<file path="config.mk">
export PLATFORM = sky130hd
export DESIGN_NAME = dma_irq_ctrl
export DESIGN_NICKNAME = d
export VERILOG_FILES = /design/src/rtl/dma_irq_pkg.sv /design/src/rtl/dma_irq_cfg.sv /design/src/rtl/dma_irq_flags.sv /design/src/rtl/dma_irq_edge.sv /design/src/rtl/dma_irq_ctrl.sv
export SDC_FILE = /design/constraint.sdc
export NUM_CORES = 1
export LEC_CHECK = 0
export ABC_AREA = 1
export BUFFER_PORTS_ARGS = -buffer_cell sky130_fd_sc_hd__buf_2
export CAP_MARGIN = 20
export CORE_MARGIN = 1.5
export CORE_UTILIZATION = 43
export CTS_CLUSTER_DIAMETER = 120
export DETAILED_ROUTE_END_ITERATION = 6
export PLACE_DENSITY = 0.84
export SYNTH_ARGS = -nofsm -noshare
export SYNTH_HDL_FRONTEND = slang
export SYNTH_SLANG_ARGS = --single-unit
</file>
<file path="constraint.sdc">
create_clock -name clk -period 1.98 [get_ports clk]
set_input_delay 0.198 -clock clk [delete_from_list [all_inputs] [get_ports clk]]
set_output_delay 0.198 -clock clk [all_outputs]
set_load 0.02 [all_outputs]
</file>
<file path="src/rtl/dma_irq_pkg.sv">
package dma_irq_pkg;
  localparam int REG_W      = 32;
  localparam int LOW_W      = 6;
  localparam int FORCE_BIT  = 15;
  localparam int ENA_LSB    = 16;
  localparam int MASTER_BIT = 23;
  localparam int FLAG_LSB   = 24;
  localparam int SENT_BIT   = 31;
  localparam int MAX_CH     = 7;
endpackage

</file>
<file path="src/rtl/dma_irq_cfg.sv">
module dma_irq_cfg
  import dma_irq_pkg::*;
#(
  parameter int NUM_CH = 7
) (
  input  logic              clk,
  input  logic              rst,
  input  logic              wr,
  input  logic [REG_W-1:0]  wr_data,
  output logic [LOW_W-1:0]  low_q,
  output logic              force_q,
  output logic              master_q,
  output logic [NUM_CH-1:0] ena_q,
  output logic              force_n,
  output logic              master_n,
  output logic [NUM_CH-1:0] ena_n
);
  // values seen by this cycle's update (write-through)
  always_comb begin
    force_n  = wr ? wr_data[FORCE_BIT]           : force_q;
    master_n = wr ? wr_data[MASTER_BIT]          : master_q;
    ena_n    = wr ? wr_data[ENA_LSB +: NUM_CH]   : ena_q;
  end

  always_ff @(posedge clk) begin
    if (rst) begin
      low_q    <= '0;
      force_q  <= 1'b0;
      master_q <= 1'b0;
      ena_q    <= '0;
    end else if (wr) begin
      low_q    <= wr_data[LOW_W-1:0];
      force_q  <= force_n;
      master_q <= master_n;
      ena_q    <= ena_n;
    end
  end


  cfg_hold_chk: assert property (@(posedge clk) disable iff (rst)
    !wr |=> $stable(ena_q) && $stable(master_q) && $stable(force_q) && $stable(low_q));
endmodule

</file>
<file path="src/rtl/dma_irq_flags.sv">
module dma_irq_flags
  import dma_irq_pkg::*;
#(
  parameter int NUM_CH = 7
) (
  input  logic              clk,
  input  logic              rst,
  input  logic              wr,
  input  logic [NUM_CH-1:0] clr_bits,
  input  logic [NUM_CH-1:0] done_i,
  input  logic [NUM_CH-1:0] ena_n,
  output logic [NUM_CH-1:0] flags_q,
  output logic [NUM_CH-1:0] flags_n
);
  for (genvar n = 0; n < NUM_CH; n++) begin : g_ch
    // completion wins over a same-cycle clear
    assign flags_n[n] = (flags_q[n] & ~(wr & clr_bits[n])) | (done_i[n] & ena_n[n]);

    always_ff @(posedge clk) begin
      if (rst) flags_q[n] <= 1'b0;
      else     flags_q[n] <= flags_n[n];
    end


    flag_set_src_chk: assert property (@(posedge clk) disable iff (rst)
      $rose(flags_q[n]) |-> $past(done_i[n] && ena_n[n]));


    flag_clr_src_chk: assert property (@(posedge clk) disable iff (rst)
      $fell(flags_q[n]) |-> $past(wr && clr_bits[n]));
  end
endmodule

</file>
<file path="src/rtl/dma_irq_edge.sv">
module dma_irq_edge
  import dma_irq_pkg::*;
#(
  parameter int NUM_CH = 7
) (
  input  logic              clk,
  input  logic              rst,
  input  logic              master_n,
  input  logic              force_n,
  input  logic [NUM_CH-1:0] flags_n,
  output logic              sent_q,
  output logic              irq_q
);
  logic cond;
  assign cond = (master_n & (|flags_n)) | force_n;

  always_ff @(posedge clk) begin
    if (rst) begin
      sent_q <= 1'b0;
      irq_q  <= 1'b0;
    end else begin
      sent_q <= cond;
      irq_q  <= cond & ~sent_q;
    end
  end


  irq_single_chk: assert property (@(posedge clk) disable iff (rst)
    irq_q |=> !irq_q);


  no_resend_chk: assert property (@(posedge clk) disable iff (rst)
    $past(sent_q) |-> !irq_q);


  irq_marks_sent_chk: assert property (@(posedge clk) disable iff (rst)
    irq_q |-> sent_q);
endmodule

</file>
<file path="src/rtl/dma_irq_ctrl.sv">
module dma_irq_ctrl
  import dma_irq_pkg::*;
#(
  parameter int              ADDR_W     = 12,
  parameter logic [ADDR_W-1:0] REG_OFFSET = 12'h0F4,
  parameter int              NUM_CH     = 7
) (
  input  logic              clk,
  input  logic              rst,
  input  logic              wr_en,
  input  logic [ADDR_W-1:0] addr,
  input  logic [REG_W-1:0]  wr_data,
  input  logic [NUM_CH-1:0] done_i,
  output logic [REG_W-1:0]  rd_data,
  output logic              irq_o
);
  logic              wr;
  logic [LOW_W-1:0]  low_q;
  logic              force_q, master_q, force_n, master_n;
  logic [NUM_CH-1:0] ena_q, ena_n, flags_q, flags_n;
  logic              sent_q;

  assign wr = wr_en && (addr == REG_OFFSET);

  dma_irq_cfg #(.NUM_CH(NUM_CH)) u_cfg (
    .clk(clk), .rst(rst), .wr(wr), .wr_data(wr_data),
    .low_q(low_q), .force_q(force_q), .master_q(master_q), .ena_q(ena_q),
    .force_n(force_n), .master_n(master_n), .ena_n(ena_n)
  );

  dma_irq_flags #(.NUM_CH(NUM_CH)) u_flags (
    .clk(clk), .rst(rst), .wr(wr),
    .clr_bits(wr_data[FLAG_LSB +: NUM_CH]),
    .done_i(done_i), .ena_n(ena_n),
    .flags_q(flags_q), .flags_n(flags_n)
  );

  dma_irq_edge #(.NUM_CH(NUM_CH)) u_edge (
    .clk(clk), .rst(rst), .master_n(master_n), .force_n(force_n),
    .flags_n(flags_n), .sent_q(sent_q), .irq_q(irq_o)
  );

  always_comb begin
    rd_data                        = '0;
    rd_data[LOW_W-1:0]             = low_q;
    rd_data[FORCE_BIT]             = force_q;
    rd_data[ENA_LSB +: NUM_CH]     = ena_q;
    rd_data[MASTER_BIT]            = master_q;
    rd_data[FLAG_LSB +: NUM_CH]    = flags_q;
    rd_data[SENT_BIT]              = sent_q;
  end


  sent_tracks_cond_chk: assert property (@(posedge clk) disable iff (rst)
    rd_data[SENT_BIT] == ((rd_data[MASTER_BIT] && (|rd_data[FLAG_LSB +: NUM_CH])) || rd_data[FORCE_BIT]));


  miss_no_change_chk: assert property (@(posedge clk) disable iff (rst)
    (!wr && done_i == '0) |=> $stable(rd_data));
endmodule

</file>
==> qor.log <==
qor: sta.maxClockFrequency 706 MHz
qor: detailed_routing.vias_per_cell 4.52
qor: placed_design.portBuffers 67
qor: worst_setup_path.r2r_start u_cfg.ena_q[2]
qor: floorplanning.floorplan.io_pins 87
qor: yosys.synthArstFlopShare 0%
qor: clock_tree.cts_htree_levels 1
qor: grt.grt-busiest-layer met2
qor: flow_run.max_cap_viol_count 0
qor: power.power.share.combinational 10.1%
qor: power.switching_share 23.0%
qor: detailed_routing.drt_iter0_markers 37
qor: sta.fin_crit 1.42 ns
qor: worst_setup_path.setup.reg_to_reg.worst_slack 0.88 ns
qor: grt.grt_first_pass_wirelength 4220 um
qor: cells_and_area.final_area 1550 sq um
qor: clock_tree.cts_tree yes
qor: cells_and_area.n_antenna_cell 0
qor: placed_design.gpl.final_weighted_congestion 0.819
qor: yosys.synth.ff_latch_count 24
qor: worst_setup_path.cp-start-kind input port
qor: cells_and_area.count_of_filler_cells_inserted_in_the_layout 295
qor: clock_tree.cts_post_setup_buffers_inserted 0
qor: power.power.clock.fraction 30.9%
qor: floorplanning.design.core.area 2730 sq um
qor: cells_and_area.drive_above_1_share 37.2%
qor: clock_tree.clock_tree_buffer_depth 2
qor: yosys.synthesis.instances 170
qor: worst_setup_path.crit_required 2.19 ns
qor: sta.fin_skew 0.00187 ns
qor: worst_hold_path.worst_hold_path_type in -> reg
qor: yosys.ys_top_cells_by_count 36 x sky130_fd_sc_hd__nand2_1, 25 x sky130_fd_sc_hd__inv_1, 25 x sky130_fd_sc_hd__nor2_1
qor: power.ir_drop 0.000359 V
qor: detailed_routing.dr_total_vias 1,197
qor: power.leakagePower 0.893 nW
qor: grt.first_global_vias 1,032
qor: clock_tree.tritoncts.num_buffers 3
qor: sta.rsz0062_at_grt false
qor: grt.track_usage 16.7%
qor: worst_setup_path.worst_r2r_path_depth 8
qor: grt.grt_max_degree 23
qor: detailed_routing.wl 2480 um
qor: clock_tree.cts-root-buf sky130_fd_sc_hd__clkbuf_4
qor: sta.min_period_over_period 71.5%
qor: grt.grt_antenna_before_repair 0
qor: sta.finalSetupViolCount 0
qor: grt.gr-usage-met2 28.6%
qor: yosys.synth.yosys.seq_area_share 39.0%
qor: yosys.ys_warn_count 0
qor: worst_setup_path.timing.rr.end u_edge.irq_q
qor: detailed_routing.route.detailed.drc 0
qor: worst_setup_path.worstPathArrival 1.63 ns
qor: sta.hold_worst_slack 0.155 ns
qor: grt.groute.layer.met1.usage 20.1%
qor: clock_tree.cts-resized-gates 0
qor: power.power.internal 0.630 mW
qor: floorplanning.std_cell_rows 19
qor: worst_hold_path.worstHoldPathCells 3
qor: yosys.area_leader_netlist sky130_fd_sc_hd__dfxtp_1
qor: detailed_routing.first_pass_iters 4
qor: yosys.synth-main-ff-cell sky130_fd_sc_hd__dfxtp_1
qor: worst_hold_path.min_to u_flags.flags_q[0]
qor: yosys.synth_top_cell_area_share 39.0%
qor: power.p_seq_share 59.0%
qor: worst_setup_path.path_class in -> reg
qor: grt.grt.met3_usage 3.46%
qor: clock_tree.worst_skew_pair.late_latency 0.30 ns
qor: clock_tree.clkSlewWorstSetupHoldPaths 0.13 ns
qor: power.p_per_area 528 nW/um^2
qor: power.switching_power 0.188 mW
qor: yosys.synth_edf_count 0
qor: worst_setup_path.worstPathMaxFanout 15
qor: sta.tns 0 ns
qor: outcome.status finished, final reports clean
qor: floorplanning.die_h 56.5 um
qor: yosys.yosys-top-cells-area sky130_fd_sc_hd__dfxtp_1 39%, sky130_fd_sc_hd__nand2_1 11%, sky130_fd_sc_hd__inv_1 7.6%
qor: yosys.netlist_area 1230 sq um
qor: yosys.synth.avg_cell_area 7.24 sq um
qor: clock_tree.cts-hold-fix-buffers 0
qor: placed_design.dp_hpwl 1980 um
qor: detailed_routing.drt.antenna.violating_nets 0
qor: yosys.yosysMostFrequentCell sky130_fd_sc_hd__nand2_1
qor: cells_and_area.finish.utilization 56.7%
qor: placed_design.placed_area 1510 sq um
qor: cells_and_area.nets 289
qor: cells_and_area.area_delta_synth_final 25.9%
qor: detailed_routing.drt-wirelength-per-cell 9.37 um
qor: sta.hold_viol 0
qor: worst_setup_path.critical_path.endpoint_type register
qor: sta.maxSlewViolCount 0
qor: floorplanning.die_footprint 3190 sq um
qor: worst_hold_path.min-delay-start done_i[0]
qor: grt.globalRoute.totalOverflow 0
qor: floorplanning.floorplan.initialDensity 45.0%
qor: floorplanning.die_w 56.5 um
qor: clock_tree.cts.sinks 24
qor: yosys.synthDistinctLibCells 24
area by class of cell:
cell class | instances | area [sq um] | area share (%)
Timing Repair Buffer | 68 | 343 | 22.1
Multi-Input combinational cell | 112 | 553 | 35.7
Clock buffer | 4 | 36.3 | 2.34
Tap cell | 31 | 38.8 | 2.50
Sequential cell | 24 | 480 | 31.0
Inverter | 26 | 98.8 | 6.38
power groups by stage:
stage,Combinational [mW],Sequential (mW),Clock [mW]
after floorplan,0.0510,0.494,0
after global placement,0.0823,0.494,0
after detailed placement,0.0836,0.494,0
after CTS,0.0838,0.483,0.264
after global routing,0.0916,0.483,0.284
final,0.0829,0.483,0.252
cells in the final DEF (no fill, tap or decap):
cell,count
sky130_fd_sc_hd__o21ai_1,1
sky130_fd_sc_hd__clkbuf_8,1
sky130_fd_sc_hd__nor2_1,25
sky130_fd_sc_hd__nor2_2,1
sky130_fd_sc_hd__nor2_4,3
sky130_fd_sc_hd__nand3_1,6
sky130_fd_sc_hd__buf_2,67
sky130_fd_sc_hd__dfxtp_1,24
sky130_fd_sc_hd__nand3_2,2
sky130_fd_sc_hd__nor3_1,6
sky130_fd_sc_hd__nand2_1,36
sky130_fd_sc_hd__nor3_2,1
sky130_fd_sc_hd__inv_1,25
sky130_fd_sc_hd__buf_4,1
sky130_fd_sc_hd__a21oi_1,7
sky130_fd_sc_hd__nand4_1,7
sky130_fd_sc_hd__nand2_4,2
sky130_fd_sc_hd__o21ai_2,1
sky130_fd_sc_hd__nand3_4,1
sky130_fd_sc_hd__nand2_2,3
sky130_fd_sc_hd__clkinv_2,1
sky130_fd_sc_hd__conb_1,9
sky130_fd_sc_hd__a211o_1,1
sky130_fd_sc_hd__clkbuf_4,3
per-stage QoR:
| stage | power, mW | instances | setup slack, ns |
|---|---|---|---|
| after floorplan | 0.545 | 178 | 0.584 |
| after global placement | 0.576 | 261 | 0.241 |
| after detailed placement | 0.577 | 261 | 0.213 |
| after CTS | 0.831 | 265 | 0.556 |
| after global routing | 0.859 | 265 | 0.339 |
| final | 0.818 | 265 | 0.564 |
critical path, stage by stage:
cell                       delay, ns
sky130_fd_sc_hd__buf_2          0.09
sky130_fd_sc_hd__inv_1          0.05
sky130_fd_sc_hd__nand2_2        0.06
sky130_fd_sc_hd__nor2_4         0.21
sky130_fd_sc_hd__nand3_4        0.17
sky130_fd_sc_hd__clkinv_2       0.22
sky130_fd_sc_hd__nand2_1        0.07
sky130_fd_sc_hd__nand2_1        0.09
sky130_fd_sc_hd__nand2_1        0.06
sky130_fd_sc_hd__nor2_1         0.12
sky130_fd_sc_hd__nand2_1        0.08
sky130_fd_sc_hd__o21ai_2        0.13
sky130_fd_sc_hd__a21oi_1        0.08
flip-flops by register name, indices dropped and copies added (netlist names):
| register | cells |
|---|---|
| u_cfg.ena_q | 7 |
| u_flags.flags_q | 7 |
| u_edge.sent_q | 1 |
| u_cfg.low_q | 6 |
| u_cfg.master_q | 1 |
| u_edge.irq_q | 1 |
| u_cfg.force_q | 1 |
how the worst max path moves through the flow:
stage | start | end | cells after the start
after global placement | addr[1] | u_edge.irq_q | 13
final | addr[1] | u_edge.irq_q | 13
after detailed placement | addr[1] | u_edge.irq_q | 13
after CTS | addr[1] | u_edge.irq_q | 13
after global routing | addr[1] | u_edge.irq_q | 13
after floorplan | addr[11] | u_edge.irq_q | 13
layer usage:
layer  routed length, um  part of all wire [%]
met3                 208                   8.4
met2                1180                    47
met5                   0                     0
met4                  17                  0.68
met1                1080                    43
cells by family after synthesis:
family,Yosys count,share of synthesized area (%)
compound gates,10,4.67
buf+inv,42,18.5
flops,24,39.0
other cells,1,0.305
simple gates,93,37.5
(Power assumes the default switching activity.)
